`config.mk`:
```
export PLATFORM = sky130hd
export DESIGN_NAME = vga_raster_timer
export DESIGN_NICKNAME = d
export VERILOG_FILES = /design/src/rtl/vga_raster_timer.sv
export SDC_FILE = /design/constraint.sdc
export NUM_CORES = 1
export LEC_CHECK = 0
export BUFFER_PORTS_ARGS = -buffer_cell sky130_fd_sc_hd__buf_2
export CAP_MARGIN = 20
export CORE_MARGIN = 2
export CORE_UTILIZATION = 43
export CTS_CLUSTER_SIZE = 16
export DETAILED_ROUTE_END_ITERATION = 8
export PLACE_DENSITY = 0.64
export SLEW_MARGIN = 20
export SYNTH_ARGS = -nofsm -noshare
export SYNTH_HDL_FRONTEND = slang
export SYNTH_SLANG_ARGS = --single-unit
```
`constraint.sdc`:
```
create_clock -name clk -period 2 [get_ports clk]
set_input_delay 0 -clock clk [delete_from_list [all_inputs] [get_ports clk]]
set_output_delay 0 -clock clk [all_outputs]
set_load 0.1 [all_outputs]
```
`src/rtl/vga_raster_timer.sv`:
```
module vga_raster_timer #(
  parameter int H_ACTIVE = 640,
  parameter int H_FRONT  = 16,
  parameter int H_SYNC   = 96,
  parameter int H_BACK   = 48,
  parameter int V_ACTIVE = 480,
  parameter int V_FRONT  = 10,
  parameter int V_SYNC   = 2,
  parameter int V_BACK   = 33,
  localparam int H_TOTAL = H_ACTIVE + H_FRONT + H_SYNC + H_BACK,
  localparam int V_TOTAL = V_ACTIVE + V_FRONT + V_SYNC + V_BACK,
  localparam int CW      = $clog2((H_TOTAL > V_TOTAL) ? H_TOTAL : V_TOTAL)
) (
  input  logic          clk,
  input  logic          rst_n,
  output logic [CW-1:0] h_count,
  output logic [CW-1:0] v_count,
  output logic          hsync_n,
  output logic          vsync_n,
  output logic          disp_en,
  output logic          pix_en,
  output logic          frame_start
);

  localparam int HS_FIRST = H_ACTIVE + H_FRONT;
  localparam int HS_LAST  = HS_FIRST + H_SYNC - 1;
  localparam int VS_FIRST = V_ACTIVE + V_FRONT;
  localparam int VS_LAST  = VS_FIRST + V_SYNC - 1;

  logic          h_last, v_last;
  logic [CW-1:0] h_next, v_next;

  assign h_last = (h_count == CW'(H_TOTAL - 1));
  assign v_last = (v_count == CW'(V_TOTAL - 1));
  assign h_next = h_last ? '0 : h_count + 1'b1;
  assign v_next = !h_last ? v_count : (v_last ? '0 : v_count + 1'b1);
  assign disp_en = (h_count < CW'(H_ACTIVE)) && (v_count < CW'(V_ACTIVE));

  always_ff @(posedge clk) begin
    if (!rst_n) begin
      h_count     <= '0;
      v_count     <= '0;
      hsync_n     <= 1'b1;
      vsync_n     <= 1'b1;
      pix_en      <= 1'b0;
      frame_start <= 1'b0;
    end else begin
      h_count     <= h_next;
      v_count     <= v_next;
      hsync_n     <= !((h_next >= CW'(HS_FIRST)) && (h_next <= CW'(HS_LAST)));
      vsync_n     <= !((v_next >= CW'(VS_FIRST)) && (v_next <= CW'(VS_LAST)));
      pix_en      <= ~pix_en;
      frame_start <= h_last && v_last;
    end
  end

  assert_h_step_R1: assert property (@(posedge clk) disable iff (!rst_n)
    (h_count != CW'(H_TOTAL - 1)) |=> (h_count == $past(h_count) + 1'b1));

  assert_h_wrap_R1: assert property (@(posedge clk) disable iff (!rst_n)
    (h_count == CW'(H_TOTAL - 1)) |=> (h_count == '0));

  assert_v_hold_R2: assert property (@(posedge clk) disable iff (!rst_n)
    (h_count != CW'(H_TOTAL - 1)) |=> $stable(v_count));

  assert_frame_wrap_R3: assert property (@(posedge clk) disable iff (!rst_n)
    (h_count == CW'(H_TOTAL - 1) && v_count == CW'(V_TOTAL - 1))
      |=> (v_count == '0 && frame_start));

  assert_frame_pulse_R3: assert property (@(posedge clk) disable iff (!rst_n)
    frame_start |=> !frame_start);

  assert_hsync_start_R4: assert property (@(posedge clk) disable iff (!rst_n)
    $fell(hsync_n) |-> (h_count == CW'(HS_FIRST)));

  assert_vsync_start_R5: assert property (@(posedge clk) disable iff (!rst_n)
    $fell(vsync_n) |-> (v_count == CW'(VS_FIRST) && h_count == '0));

  assert_pix_toggle_R7: assert property (@(posedge clk) disable iff (!rst_n)
    1'b1 |=> (pix_en != $past(pix_en)));

endmodule

```
==> impl_metrics.py, run 1 <==
metrics = {
    "die": {
        "rows": 19,
        "start_util_pct": 46.1,
        "die_area_mm2": 0.00349,
        "fp.dieW_um": 59.1,
        "ios": 27,
        "coreArea_mm2": 0.00283,
        "die_h_um": 59.1,
    },
    "grt": {
        "busiest_layer": "met1",
        "grt_usage_pct": 19.0,
        "use_met3_pct": 4.15,
        "grt_util_met2_pct": 27.5,
        "grt_overflow": 0,
        "use_met1_pct": 29.2,
        "grt_start_max_net_pins": 14,
        "grt_pass1_wl_mm": 5.13,
        "grt_pass1_vias": 1100,
        "antenna_found_initial": 0,
    },
    "clocking": {
        "cts_root_buffer": "clkbuf_4",
        "clk_pin_slew_ns": 0.13,
        "cts.sinks": 24,
        "cts_buffers": 3,
        "post_cts_buffers": 0,
        "tritoncts": "yes",
        "htree_num_levels": 1,
        "clock_latency_ns": 0.31,
        "clockBufferDepth": 2,
    },
    "cells_and_area": {
        "nets": 193,
        "final_cells": 217,
        "area_growth_pct": 17.9,
        "layout-drive-gt1-share_pct": 31.7,
        "diodes": 0,
    },
    "synth": {
        "syn_area_mm2": 0.00130,
        "async_flop_share_pct": 0,
        "ys_ff_latch": 24,
        "syn_nets": 165,
        "synth_top_area_cell": "dfxtp_1",
        "synthTopCellsByCount": "dfxtp_1 (24), nor2_1 (22), nand2_1 (16)",
        "syn_inst": 159,
        "synth_cell_types": 43,
        "synth_area_leaders": "dfxtp_1 (37%), xnor2_1 (6.7%), nor2_1 (6.3%), nand2_1 (4.6%), ha_1 (3.8%)",
        "synth_edf_count": 0,
        "yosysWarnings": 0,
        "ys_seq_area_share_pct": 36.9,
        "avgSynthCellArea_um2": 8.20,
        "synth_top_area_share_pct": 36.9,
        "yosysMostFrequentCell": "dfxtp_1",
        "ys.flop_type": "dfxtp_1",
    },
    "timing": {
        "final-max-slew-violation-count": 0,
        "maxSlewHeadroom_pct": 68.2,
        "tightest_slew_ns": 0.470,
        "setup_viol": 0,
        "fin_skew_ns": 0.00546,
        "min_period_ns": 1.89,
        "fin_crit_sh_pct": 94.6,
        "setup_tns_ns": 0,
        "rsz0062_at_grt": "false",
        "fmax_mhz": 528,
        "hold_viol": 0,
    },
    "place": {
        "port_buffers": 26,
        "dp.cells": 212,
        "dpl.hpwl_mm": 2.32,
        "place_congestion": 0.859,
    },
    "setup_path": {
        "required_ns": 2.26,
        "crit_fanout": 8,
        "path_class": "flip-flop to flip-flop",
        "cp-end-kind": "flip-flop",
        "arrival_ns": 2.15,
        "start_kind": "flip-flop",
    },
    "job": {
        "maxCapViolations": 0,
    },
    "drt": {
        "first_iter_violations": 55,
        "vias_per_cell": 5.59,
        "routed_wl_mm": 3.09,
        "dr.pass1.iters": 4,
        "avgRoutedWirePerCell_um": 14.2,
        "vias": 1212,
        "drc": 0,
        "ant_nets": 0,
    },
    "power": {
        "peakVddDrop_v": 0.000332,
        "power_leakage_nw": 0.602,
        "power.density_mw_per_mm2": 517,
    },
    "hold_path": {
        "hold_path.class": "flip-flop to flip-flop",
    },
    "status": {
        "run_status": "complete, no violations",
    },
}
## cells by family (layout without fill, tap and decap cells)
kind of cell    Yosys count  after routing  synth area share (%)
compound gates           24             24                  12.5
buf+inv                  14             41                  4.22
simple gates             78             78                  32.4
flops                    24             24                  36.9
mux                       1              1                 0.768
fa+ha+maj                 4              4                  3.84
xor+xnor                 14             14                  9.40
## layout make-up
| type | count | area, um2 |
|---|---|---|
| fill | 298 | 1290 |
| timing repair buffer | 31 | 170 |
| multi-input combinational | 121 | 774 |
| sequential | 24 | 504 |
| inverter | 6 | 22.5 |
| tap | 31 | 38.8 |
| clock buffer | 4 | 26.3 |
## flip-flops by register name, summed over array words and instances (netlist names)
name / cells
hsync_n: 1
frame_start: 1
h_count: 10
v_count: 10
pix_en: 1
vsync_n: 1
## layer usage
metal / wire, um / vias up
li1: - / 617
met5: 0 / -
met3: 128 / 2
met1: 1630 / 565
met2: 1320 / 28
met4: 14 / 0
## through the flow
stage	setup WS, ns	utilization [%]	total power [mW]	hold slack (ns)	area, um2
after floorplan	-0.135	-	0.566	0.122	1330
after global placement	0.177	52.9	0.582	0.280	1500
after detailed placement	0.105	52.9	0.583	0.287	1500
after CTS	0.0843	54.2	0.804	0.427	1530
after global routing	0.00221	54.3	0.831	0.443	1540
final	0.108	54.3	0.794	0.423	1540
## power breakdown
part | switching, mW | internal (mW)
Combinational | 0.0661 | 0.0147
Sequential | 0.00848 | 0.485
Clock | 0.142 | 0.0780
## cells in the final DEF, fill, tap and decap left out, types with 4 or more instances in the layout
cell type / n
nor2_1: 21
dfxtp_2: 13
a21oi_1: 6
nand2_1: 16
and3_1: 4
buf_4: 4
nand4_1: 6
xor2_1: 4
xnor2_1: 10
nor3_1: 4
dfxtp_1: 9
o21ai_0: 5
buf_2: 26
inv_1: 5
nand3_1: 6
## final timing paths
check,from,to,slack [ns],depth (start not counted)
setup / recovery,v_count[0],vsync_n,0.11,7
hold / removal,pix_en,pix_en,0.42,1
setup reg to reg,v_count[0],vsync_n,0.11,7
hold reg to reg,pix_en,pix_en,0.42,1
## repair_timing
item | in CTS | in global routing
setup endpoints to repair | 0 | 1
hold endpoints to repair | 2 | 0
gates resized for setup | 0 | 3
hold buffers | 1 | 0
## worst max-delay path, stage by stage, from the launching register on
cell	delay [ns]
dfxtp_2	0.38
inv_1	0.09
ha_1	0.14
nor4bb_1	0.45
and4_1	0.31
a2bb2oi_1	0.27
a221oi_2	0.09
nand4b_1	0.10
(Power assumes the default switching activity.)
==> inputs of run 2 (changes only) <==
--- a/config.mk
+++ b/config.mk
@@ -7,6 +7,7 @@
 export LEC_CHECK = 0
 export BUFFER_PORTS_ARGS = -buffer_cell sky130_fd_sc_hd__buf_2
 export CAP_MARGIN = 20
+export CORE_ASPECT_RATIO = 0.7
 export CORE_MARGIN = 2
 export CORE_UTILIZATION = 43
 export CTS_CLUSTER_SIZE = 16
==> run 2 against run 1 <==
Net effect:
- clock power grew 32%
- largest cell class unchanged
- highest routed layer unchanged
- wire length shrank 4.7%
- sequential power is essentially flat
- critical endpoint unchanged
- clock-buffer cell count is the same
- register-to-register slack gained 0.03 ns
- combinational power shrank 2%
- maximum frequency grew 1.8%
- worst setup slack gained 0.033 ns
==> impl_metrics.py, run 2 (synthesis results as in run 1) <==
metrics = {
    "drt": {
        "drc": 0,
        "ant_nets": 0,
        "avgRoutedWirePerCell_um": 13.4,
        "routed_wl_mm": 2.95,
        "dr.pass1.iters": 4,
        "first_iter_violations": 89,
        "vias_per_cell": 5.46,
        "vias": 1201,
    },
    "timing": {
        "fin_skew_ns": 0.00337,
        "hold_viol": 0,
        "fin_ws_ns": 0.141,
        "fmax_mhz": 538,
        "fin_crit_sh_pct": 93.0,
        "rsz0062_at_grt": "false",
        "maxSlewHeadroom_pct": 67.5,
        "final-max-slew-violation-count": 0,
        "min_period_ns": 1.86,
        "tightest_slew_ns": 0.490,
        "setup_viol": 0,
    },
    "setup_path": {
        "critPathTopFamily": "simple AND/OR/NAND/NOR gates",
        "cp_num_buf_inv": 0,
        "arrival_ns": 2.00,
        "crit_fanout": 6,
        "start_kind": "flip-flop",
        "cpPeakStageDelay_ns": 0.38,
        "critPathSlowestCell": "dfxtp_4",
        "cp_num_cells": 6,
        "path_class": "flip-flop to flip-flop",
        "ff2ff_path_depth": 6,
        "required_ns": 2.15,
        "crit_path_cell_trace": "ha_2, and4_4, nand3_2, or3_1, a221oi_2, nand4b_1",
        "cp-end-kind": "flip-flop",
    },
    "grt": {
        "grt_pass1_wl_mm": 4.97,
        "grt_overflow": 0,
        "grt_pass1_vias": 1007,
        "antenna_found_initial": 0,
        "grt_start_max_net_pins": 14,
        "grt_usage_pct": 17.6,
    },
    "clocking": {
        "tritoncts": "yes",
        "clk_pin_slew_ns": 0.08,
        "hold_buffers": 0,
        "post_cts_buffers": 0,
        "clock_latency_ns": 0.26,
        "cts_buffers": 3,
        "clockBufferDepth": 2,
        "htree_num_levels": 1,
        "cts.sinks": 24,
        "ctsResizeCount": 0,
        "cts_root_buffer": "clkbuf_8",
    },
    "cells_and_area": {
        "final_cells": 220,
        "regArea_um2": 504,
        "layout-drive-gt1-share_pct": 31.5,
        "diodes": 0,
        "largest_registers": "h_count (10), v_count (10)",
        "final_cell_mix": "buf_2 (26), nor2_1 (21), nand2_1 (16), dfxtp_2 (13), xnor2_1 (10)",
        "multi_input_area_um2": 774,
        "fillerInstances": 282,
        "layout_commonest_cell": "buf_2",
        "nets": 191,
        "area_growth_pct": 18.4,
    },
    "die": {
        "fp.dieW_um": 69.8,
        "start_util_pct": 45.9,
        "coreArea_mm2": 0.00284,
        "rows": 16,
        "die_h_um": 50.1,
        "die_area_mm2": 0.00350,
        "ios": 27,
    },
    "place": {
        "pre_cts_ws_ns": 0.0837,
        "dp.cells": 216,
        "port_buffers": 26,
        "dpl.hpwl_mm": 2.24,
        "place_congestion": 0.931,
    },
    "power": {
        "peakVddDrop_v": 0.000460,
        "power_leakage_nw": 0.600,
        "power.density_mw_per_mm2": 559,
    },
    "job": {
        "maxCapViolations": 0,
    },
    "hold_path": {
        "hold_path.class": "input port to flip-flop",
        "whs_path_depth": 2,
    },
    "status": {
        "run_status": "complete, no violations",
    },
}
==> run 2: changes by cell type in the layout (fill, tap and decap cells not counted) <==
| cell | delta |
|---|---|
| clkbuf_8 | +3 |
| clkbuf_4 | -3 |
| o311ai_1 | -1 |
| o311ai_0 | +1 |
| dlygate4sd3_1 | -1 |
| buf_4 | -1 |
==> run 2: stage by stage <==
stage                     util, %  hold slack [ns]  area (um2)  power (mW)  TNS [ns]
after floorplan                 -            0.122        1330       0.566    -0.135
after global placement       52.6            0.299        1500       0.583         0
after detailed placement     52.6            0.294        1500       0.583         0
after CTS                    54.2           0.0166        1540       0.876         0
after global routing         54.3           0.0298        1540       0.905         0
final                        54.3           0.0163        1540       0.863         0
==> run 2: final cells by class <==
| cell class | count | share of cell area (%) |
|---|---|---|
| flip-flops and latches | 24 | 32.7 |
| clock buffers | 4 | 2.92 |
| multi-input cells | 121 | 50.2 |
| inverters | 6 | 1.46 |
| repair buffers | 29 | 9.89 |
| well taps | 36 | 2.92 |
==> run 2: report_power, final <==
| group | leakage, nW | internal [mW] | switching (mW) |
|---|---|---|---|
| clock network | 0.0228 | 0.142 | 0.148 |
| logic | 0.375 | 0.0135 | 0.0655 |
| registers | 0.202 | 0.484 | 0.00886 |
| total | 0.600 | 0.640 | 0.223 |
==> run 2: final timing paths <==
kind,startpoint,to,slack [ns]
max reg2reg,h_count[0],vsync_n,0.14
min reg2reg,pix_en,pix_en,0.41
max,h_count[0],vsync_n,0.14
min,rst_n,v_count[5],0.02
==> run 2: layer usage <==
layer	GRT usage, %	vias to the layer above	part of all wire [%]	wire length (um)
li1	-	611	-	-
met1	27.7	551	54	1600
met2	23.2	37	39	1160
met3	5.93	2	6.1	181
met4	2.56	0	0.27	8
met5	0	-	0	0
